$ cat src/rtl/sersel_pkg.sv
package sersel_pkg;
  typedef enum logic [1:0] {
    SQ_IDLE,
    SQ_WAIT_ON,
    SQ_ON,
    SQ_WAIT_OFF
  } seq_state_t;
endpackage

$ cat src/rtl/sersel_sync.sv
module sersel_sync #(
  parameter int WIDTH  = 3,
  parameter int STAGES = 2
) (
  input  logic             clk,
  input  logic             rst,
  input  logic [WIDTH-1:0] async_in,
  output logic [WIDTH-1:0] sync_out
);
  logic [WIDTH-1:0] stg [STAGES];

  always_ff @(posedge clk) begin
    if (rst) stg[0] <= '0;
    else     stg[0] <= async_in;
  end

  for (genvar g = 1; g < STAGES; g++) begin : g_stage
    always_ff @(posedge clk) begin
      if (rst) stg[g] <= '0;
      else     stg[g] <= stg[g-1];
    end
  end

  assign sync_out = stg[STAGES-1];
endmodule

$ cat src/rtl/sersel_shift.sv
module sersel_shift #(
  parameter int FRAME_W = 4
) (
  input  logic               clk,
  input  logic               rst,
  input  logic               s_clk,
  input  logic               s_cs,
  input  logic               s_din,
  output logic [FRAME_W-1:0] frame,
  output logic               dout,
  output logic               dout_oe,
  output logic               cs_fall,
  output logic               cs_rise,
  output logic               frame_bad
);
  localparam int CNT_W = (FRAME_W > 2) ? $clog2(FRAME_W) : 1;

  logic             clk_q, cs_q, seen;
  logic [CNT_W-1:0] bit_cnt;
  logic             clk_rise;

  assign clk_rise  = s_clk & ~clk_q;
  assign cs_fall   = cs_q & ~s_cs;
  assign cs_rise   = ~cs_q & s_cs;
  assign frame_bad = ~seen | (bit_cnt != '0);
  assign dout      = frame[FRAME_W-1];

  always_ff @(posedge clk) begin
    if (rst) begin
      clk_q   <= 1'b0;
      cs_q    <= 1'b0;
      dout_oe <= 1'b0;
      frame   <= '0;
      bit_cnt <= '0;
      seen    <= 1'b0;
    end else begin
      clk_q   <= s_clk;
      cs_q    <= s_cs;
      dout_oe <= s_cs;
      if (clk_rise && s_cs) begin
        frame <= {frame[FRAME_W-2:0], s_din};
        seen  <= 1'b1;
        if (cs_rise)                           bit_cnt <= CNT_W'(1);
        else if (bit_cnt == CNT_W'(FRAME_W-1)) bit_cnt <= '0;
        else                                   bit_cnt <= bit_cnt + 1'b1;
      end else if (cs_rise) begin
        bit_cnt <= '0;
        seen    <= 1'b0;
      end
    end
  end
endmodule

$ cat src/rtl/sersel_seq.sv
module sersel_seq
  import sersel_pkg::*;
#(
  parameter int NUM_CH  = 8,
  parameter int ON_DLY  = 8,
  parameter int OFF_DLY = 4
) (
  input  logic                      clk,
  input  logic                      rst,
  input  logic                      cs_fall,
  input  logic                      cs_rise,
  input  logic                      frame_bad,
  input  logic [$clog2(NUM_CH):0]   code,
  output logic [NUM_CH-1:0]         sw_en,
  output logic                      frame_err
);
  localparam int SEL_W   = $clog2(NUM_CH);
  localparam int MAX_DLY = (ON_DLY > OFF_DLY) ? ON_DLY : OFF_DLY;
  localparam int DLY_W   = $clog2(MAX_DLY + 2);

  seq_state_t       state;
  logic [DLY_W-1:0] cnt;
  logic [SEL_W:0]   code_q;
  logic [NUM_CH-1:0] dec;

  for (genvar g = 0; g < NUM_CH; g++) begin : g_dec
    assign dec[g] = code_q[SEL_W] && (code_q[SEL_W-1:0] == SEL_W'(g));
  end

  always_ff @(posedge clk) begin
    if (rst) begin
      state     <= SQ_IDLE;
      cnt       <= '0;
      code_q    <= '0;
      sw_en     <= '0;
      frame_err <= 1'b0;
    end else begin
      frame_err <= 1'b0;
      if (cs_fall) begin
        sw_en <= '0;
        if (frame_bad) begin
          frame_err <= 1'b1;
          state     <= SQ_IDLE;
        end else begin
          code_q <= code;
          cnt    <= DLY_W'(ON_DLY);
          state  <= SQ_WAIT_ON;
        end
      end else begin
        case (state)
          SQ_WAIT_ON: begin
            if (cs_rise)        state <= SQ_IDLE;
            else if (cnt == '0) begin
              sw_en <= dec;
              state <= SQ_ON;
            end else            cnt <= cnt - 1'b1;
          end
          SQ_ON: begin
            if (cs_rise) begin
              if (sw_en == '0) state <= SQ_IDLE;
              else begin
                cnt   <= DLY_W'(OFF_DLY);
                state <= SQ_WAIT_OFF;
              end
            end
          end
          SQ_WAIT_OFF: begin
            if (cnt == '0) begin
              sw_en <= '0;
              state <= SQ_IDLE;
            end else cnt <= cnt - 1'b1;
          end
          default: state <= SQ_IDLE;
        endcase
      end
    end
  end
endmodule

$ cat src/rtl/sersel_ctrl.sv
module sersel_ctrl #(
  parameter int NUM_CH      = 8,
  parameter int ON_DLY      = 8,
  parameter int OFF_DLY     = 4,
  parameter int SYNC_STAGES = 2
) (
  input  logic              clk,
  input  logic              rst,
  input  logic              ser_clk,
  input  logic              ser_cs,
  input  logic              ser_din,
  output logic              ser_dout,
  output logic              dout_oe,
  output logic [NUM_CH-1:0] sw_en,
  output logic              frame_err
);
  localparam int SEL_W   = $clog2(NUM_CH);
  localparam int FRAME_W = SEL_W + 1;

  logic [2:0]         s_pins;
  logic [FRAME_W-1:0] frame;
  logic               cs_fall, cs_rise, frame_bad;

  sersel_sync #(.WIDTH(3), .STAGES(SYNC_STAGES)) u_sync (
    .clk      (clk),
    .rst      (rst),
    .async_in ({ser_clk, ser_cs, ser_din}),
    .sync_out (s_pins)
  );

  sersel_shift #(.FRAME_W(FRAME_W)) u_shift (
    .clk       (clk),
    .rst       (rst),
    .s_clk     (s_pins[2]),
    .s_cs      (s_pins[1]),
    .s_din     (s_pins[0]),
    .frame     (frame),
    .dout      (ser_dout),
    .dout_oe   (dout_oe),
    .cs_fall   (cs_fall),
    .cs_rise   (cs_rise),
    .frame_bad (frame_bad)
  );

  sersel_seq #(.NUM_CH(NUM_CH), .ON_DLY(ON_DLY), .OFF_DLY(OFF_DLY)) u_seq (
    .clk       (clk),
    .rst       (rst),
    .cs_fall   (cs_fall),
    .cs_rise   (cs_rise),
    .frame_bad (frame_bad),
    .code      (frame),
    .sw_en     (sw_en),
    .frame_err (frame_err)
  );
endmodule

$ cat config.mk
export PLATFORM = sky130hd
export DESIGN_NAME = sersel_ctrl
export DESIGN_NICKNAME = d
export VERILOG_FILES = /design/src/rtl/sersel_pkg.sv /design/src/rtl/sersel_sync.sv /design/src/rtl/sersel_shift.sv /design/src/rtl/sersel_seq.sv /design/src/rtl/sersel_ctrl.sv
export SDC_FILE = /design/constraint.sdc
export NUM_CORES = 1
export LEC_CHECK = 0
export ABC_CLOCK_PERIOD_IN_PS = 6300
export BUFFER_PORTS_ARGS = -buffer_cell sky130_fd_sc_hd__buf_2
export CAP_MARGIN = 20
export CORE_MARGIN = 5
export CORE_UTILIZATION = 47
export DETAILED_ROUTE_END_ITERATION = 8
export GPL_ROUTABILITY_DRIVEN = 0
export PLACE_DENSITY = 0.66
export SLEW_MARGIN = 20
export SYNTH_ARGS = -nofsm -noshare
export SYNTH_HDL_FRONTEND = slang
export SYNTH_SLANG_ARGS = --single-unit
$ cat constraint.sdc
create_clock -name clk -period 6.3 [get_ports clk]
set_input_delay 1.26 -clock clk [delete_from_list [all_inputs] [get_ports clk]]
set_output_delay 1.26 -clock clk [all_outputs]
set_load 0.01 [all_outputs]
* Word level (Yosys, flattened, before mapping) *
Memories as Yosys holds them, arrays and structs flattened.
Cells that the tools add are included.

cells by class
  add/sub/neg operators = 2
  equality and inequality tests = 20
  muxes and demuxes = 31
  bitwise operators = 12
  reductions and logical operators = 22

operators with widths
  cell                count
  $mux 4              6
  $mux 8              3
  $mux 2              10
  $pmux 8 s2          1
  $eq 3x3->1 const B  4
  $pmux 4 s3          1
  $logic_and 1x1->1   9
  $ne 3x3->1 const B  3
  $logic_not 8->1     1
  $mux 1              7
  $eq 2x2->1 const B  3
  $eq 3x2->1 const B  2
  $mux 3              2
  $not 1->1           6
  $pmux 2 s3          1
  $reduce_bool 2->1   3
  $reduce_and 5->1    1
  $logic_not 4->1     1
  $ne 2x1->1 const B  2
  $ne 2x2->1 const B  2
  $ne 4x3->1 const B  1
  $reduce_and 4->1    1
  $reduce_bool 4->1   1
  $reduce_or 2->1     2
  10 further kinds    14

storage, ports and cells
  register bits = 28
  bits in writable memories = 6
  input port bits = 5
  output and inout bits = 11
  word-level logic and storage cells = 98
  memories kept = 1

memories
  memory      depth  width  rd ports  clocked after Yosys merged registers in  wr ports  RTL line           source
  u_sync.stg  2      3      2         0                                        2         sersel_sync.sv:10  logic [WIDTH-1:0] stg [STAGES];

* Logic depth before layout (Yosys ltp) *
  depth in word-level cells = 5
  depth in mapped cells = 8
  depth with buffers taken out = 7

* By module *
From an unflattened synthesis, not the netlist that was laid out.

second synthesis, totals
  cell total of the unflattened synthesis = 167
  area total of the unflattened synthesis = 1579.0 um^2

by module, submodules not included
  module        times used  cells an instance  area each (um^2)  seq. area each (um^2)
  sersel_seq    1           116                1034.7            380.4
  sersel_shift  1           39                 386.6             180.2
  sersel_sync   1           12                 157.7             120.1

* Worst setup path after synthesis *
Ideal clock, no wire load.

  kind = flip-flop to flip-flop
  from = reg u_shift.dout_oe (netlist name)
  to = reg u_seq.cnt[1]
  setup time = 0.070 ns
  data arrival time = 1.933 ns
  required time = 6.230 ns
  setup slack = 4.298 ns
  stages on the path, launching flop included = 8
  path buffers = 0
  period minus slack after synthesis = 2.002 ns
  cells stage by stage = dfxtp_1 inv_1 ha_1 mux2_4 o31ai_4 o211ai_2 or4_1 a21oi_1

RTL lines
  what                  RTL line          source
  end signal, assigned  sersel_seq.sv:46  cnt <= DLY_W'(ON_DLY);
  end signal, assigned  sersel_seq.sv:56  end else cnt <= cnt - 1'b1;
  end signal, assigned  sersel_seq.sv:62  cnt <= DLY_W'(OFF_DLY);
  end, declared         sersel_seq.sv:22  logic [DLY_W-1:0] cnt;

* Final worst setup path *
  from = reg u_seq.state[0]
  to = reg u_seq.cnt[1]

between the ends
  longest elaborated chain between the ends = 3
  elaborated cells between the ends (all ways) = 10
  those cells by class = eq/ne (6); mux (2); reduce/logical (2)

RTL lines
  what                                                  RTL line          source
  start, declared                                       sersel_seq.sv:21  seq_state_t state;
  start signal, assigned                                sersel_seq.sv:32  state <= SQ_IDLE;
  start signal, assigned                                sersel_seq.sv:43  state <= SQ_IDLE;
  start signal, assigned                                sersel_seq.sv:47  state <= SQ_WAIT_ON;
  $eq 2x2->1 or $eq 2x1->1 (tied branches)              sersel_seq.sv:50  case (state)
  $ne 3x3->1 (no line), or another cell as far along    --
  $reduce_and 5->1 (no line) or $mux 4 (tied branches)  --

Several ways; a longest one is shown, not always the timed one.
A chain may end at the register's enable or synchronous reset.

==> results.json <==
{
  "outcome": "completed",
  "numPortBuffers": 15,
  "fmax_mhz": 466,
  "fp.coreArea_sq_um": 3080,
  "clock_skew_ns": 0.00621,
  "cp-end-kind": "register",
  "clockRootBuffer": "clkbuf_4",
  "post_drt_wl_per_cell_um": 12.4,
  "synth.area.top_cells": "dfxtp_1 45%, ha_1 6.6%, mux2i_1 5.9%",
  "power-per-cell-area_nw_per_um2": 228,
  "ctsLongestPathBuffers": 2,
  "slew_headroom_pct": 68.5,
  "startpoint_type": "register",
  "cts_resized": 0,
  "grt_start_max_net_pins": 28,
  "total_power_mw": 0.384,
  "tightest_slew_ns": 0.472,
  "ant_nets": 0,
  "clkTransAtPathRegs_ns": 0.10,
  "hold_ws_ns": 0.454,
  "drt-pass1-iter-count": 4,
  "dpl.cell_count": 218,
  "hold_viol": 0,
  "syn_nets": 179,
  "netlist_area_sq_um": 1520,
  "post_cts_buffers": 0,
  "place_hpwl_um": 2000,
  "yosys.area.top_type_share_pct": 44.8,
  "dpl_worst_slack_ns": 4.17,
  "crit_fanout": 9,
  "ys_seq_area_share_pct": 44.8,
  "synthCells": 166,
  "fp.dieW_um": 66.9,
  "cts_sinks": 34,
  "maxCapViolCount": 0,
  "slew_violations": 0,
  "h-tree-depth": 2,
  "rsz0062_at_grt": "no",
  "cts_tree": "done",
  "syn_area_per_cell_sq_um": 9.15,
  "wl_um": 2810,
  "cts_made_buffers": 5,
  "insertion_delay_ns": 0.34,
  "grt_pass1_wl_um": 4820,
  "diodes": 0,
  "finalSetupViolations": 0,
  "grt_pass1_vias": 1145,
  "drt_iter0_markers": 45,
  "vdd_ir_drop_max_uv": 172,
  "synth_top_cell_by_area": "dfxtp_1",
  "fin_crit_sh_pct": 34.0,
  "regArea_sq_um": 681,
  "yosys_warnings": 0,
  "dieArea_sq_um": 4470,
  "num_io_pins": 16,
  "required_ns": 6.57,
  "min_period_ns": 2.14,
  "num_rows": 20,
  "nets": 195,
  "vias_per_cell": 5.14,
  "setup_ws_ns": 4.16,
  "arrival_ns": 2.41,
  "multi_input_area_sq_um": 744,
  "hold_buffers": 0,
  "n_fill_cell": 303,
  "antenna_found_initial": 0,
  "p_leak_nw": 0.710,
  "num_vias": 1167,
  "gr-total-overflow": 0,
  "drive_gt1_share_pct": 17.5,
  "drc": 0,
  "ys_ff_latch": 34,
  "grt_use_total_pct": 14.5,
  "area_growth_pct": 10.5,
  "initial_core_util_pct": 49.3,
  "die_y_um": 66.9,
  "critical_path_class": "register to register",
  "min_path_type": "register to register",
  "setup_tns_ns": 0,
  "finalNonFillerCells": 227,
  "synth_cell_types": 37
}
==> cells by family after synthesis <==
kind of cell,share of synthesized area (%)
adders and majority gates,6.59
and+or+nand+nor,22.3
DFF,44.8
xor gates and xnor gates,0.577
buffers and inverters,6.18
muxes,6.92
AOI/OAI and AO/OA,12.6
==> metal layers <==
layer / global-route usage [%] / wire length, um
met1: 15.8 / 1270
met2: 24.6 / 1350
met3: 5.73 / 132
met4: 6.08 / 56
met5: 0 / 0
==> metrics by stage <==
| stage | cell area (sq um) | utilization (%) |
|---|---|---|
| after detailed placement | 1600 | 51.9 |
| after CTS | 1670 | 54.4 |
| final | 1680 | 54.6 |
| after global placement | 1600 | 51.9 |
| after global routing | 1680 | 54.6 |
| after floorplan | 1520 | - |
==> cell type report <==
| cell class | instances | share of cell area [%] |
|---|---|---|
| multi-input cells | 114 | 44.3 |
| flip-flops and latches | 34 | 40.5 |
| repair buffers | 16 | 4.77 |
| well taps | 44 | 3.28 |
| inverters | 11 | 2.46 |
| clock inverters | 3 | 2.38 |
| clock buffers | 5 | 2.24 |
==> Yosys cell counts <==
cell type and count:
nor3_1 9, o211ai_1 1, a22o_2 1, o21ai_0 2, buf_6 3, clkbuf_1 2
o22ai_1 1, o22a_1 1, nor4_1 4, a211oi_1 1, dfxtp_1 34, or2_2 1
or4_1 1, o211ai_2 1, or3b_2 1, buf_1 1, o31ai_4 1, o21bai_1 1
xor2_1 1, and2b_1 1, nand3b_1 2, nand3_1 5, mux2_4 1, inv_1 11
a221oi_1 1, nor3b_2 1, and2_2 1, nor2_1 21, a21oi_1 15, a22oi_1 1
buf_4 1, mux2i_1 9, ha_1 8, nor2b_1 7, nand2b_1 3, a311oi_1 1
nand2_1 10
==> critical path: stages, from the launching register on <==
cell and delay, ns:
dfxtp_1 0.39, inv_1 0.06, ha_1 0.30, mux2_4 0.32, o31ai_4 0.27, o211ai_2 0.16, or4_1 0.42, a21oi_1 0.15
==> report_power, final <==
group          leakage, nW  switching, mW  internal [mW]
combinational        0.390        0.00650        0.00370
clock               0.0450         0.0730         0.0821
sequential           0.275        0.00102          0.217
total                0.710         0.0805          0.303
==> state kept, by name (all words and copies together) (netlist names) <==
name	count
u_seq.sw_en	8
u_shift.clk_q	1
u_seq.cnt	4
u_shift.seen	1
u_seq.code_q	4
u_seq.state	2
u_seq.frame_err	1
u_sync.stg	6
u_shift.frame	4
u_shift.dout_oe	1
u_shift.bit_cnt	2
==> worst paths after layout <==
path                                             startpoint                          end  slack (ns)  depth (start not counted)
worst max-delay path            u_seq.state[0]$_SDFFE_PP0P_    u_seq.cnt[1]$_SDFFE_PP0P_        4.16                          7
worst min-delay path            u_sync.stg[0][2]$_SDFF_PP0_  u_sync.stg[1][2]$_SDFF_PP0_        0.45                          1
worst max register to register  u_seq.state[0]$_SDFFE_PP0P_    u_seq.cnt[1]$_SDFFE_PP0P_        4.16                          7
worst min register to register  u_sync.stg[0][2]$_SDFF_PP0_  u_sync.stg[1][2]$_SDFF_PP0_        0.45                          1
==> cells in the final DEF, fill, tap and decap left out, drive strengths merged, types with 2 or more instances in the layout <==
| cell | n |
|---|---|
| o21ai | 2 |
| nand3b | 2 |
| mux2i | 9 |
| inv | 11 |
| nor2 | 21 |
| buf | 16 |
| dfxtp | 34 |
| a21oi | 15 |
| nor4 | 4 |
| clkinv | 2 |
| nand2 | 10 |
| nor3 | 9 |
| clkbuf | 5 |
| nand2b | 3 |
| nand3 | 5 |
| nor2b | 7 |
| o211ai | 2 |
| ha | 8 |
Power figures use the tool's default switching activity.
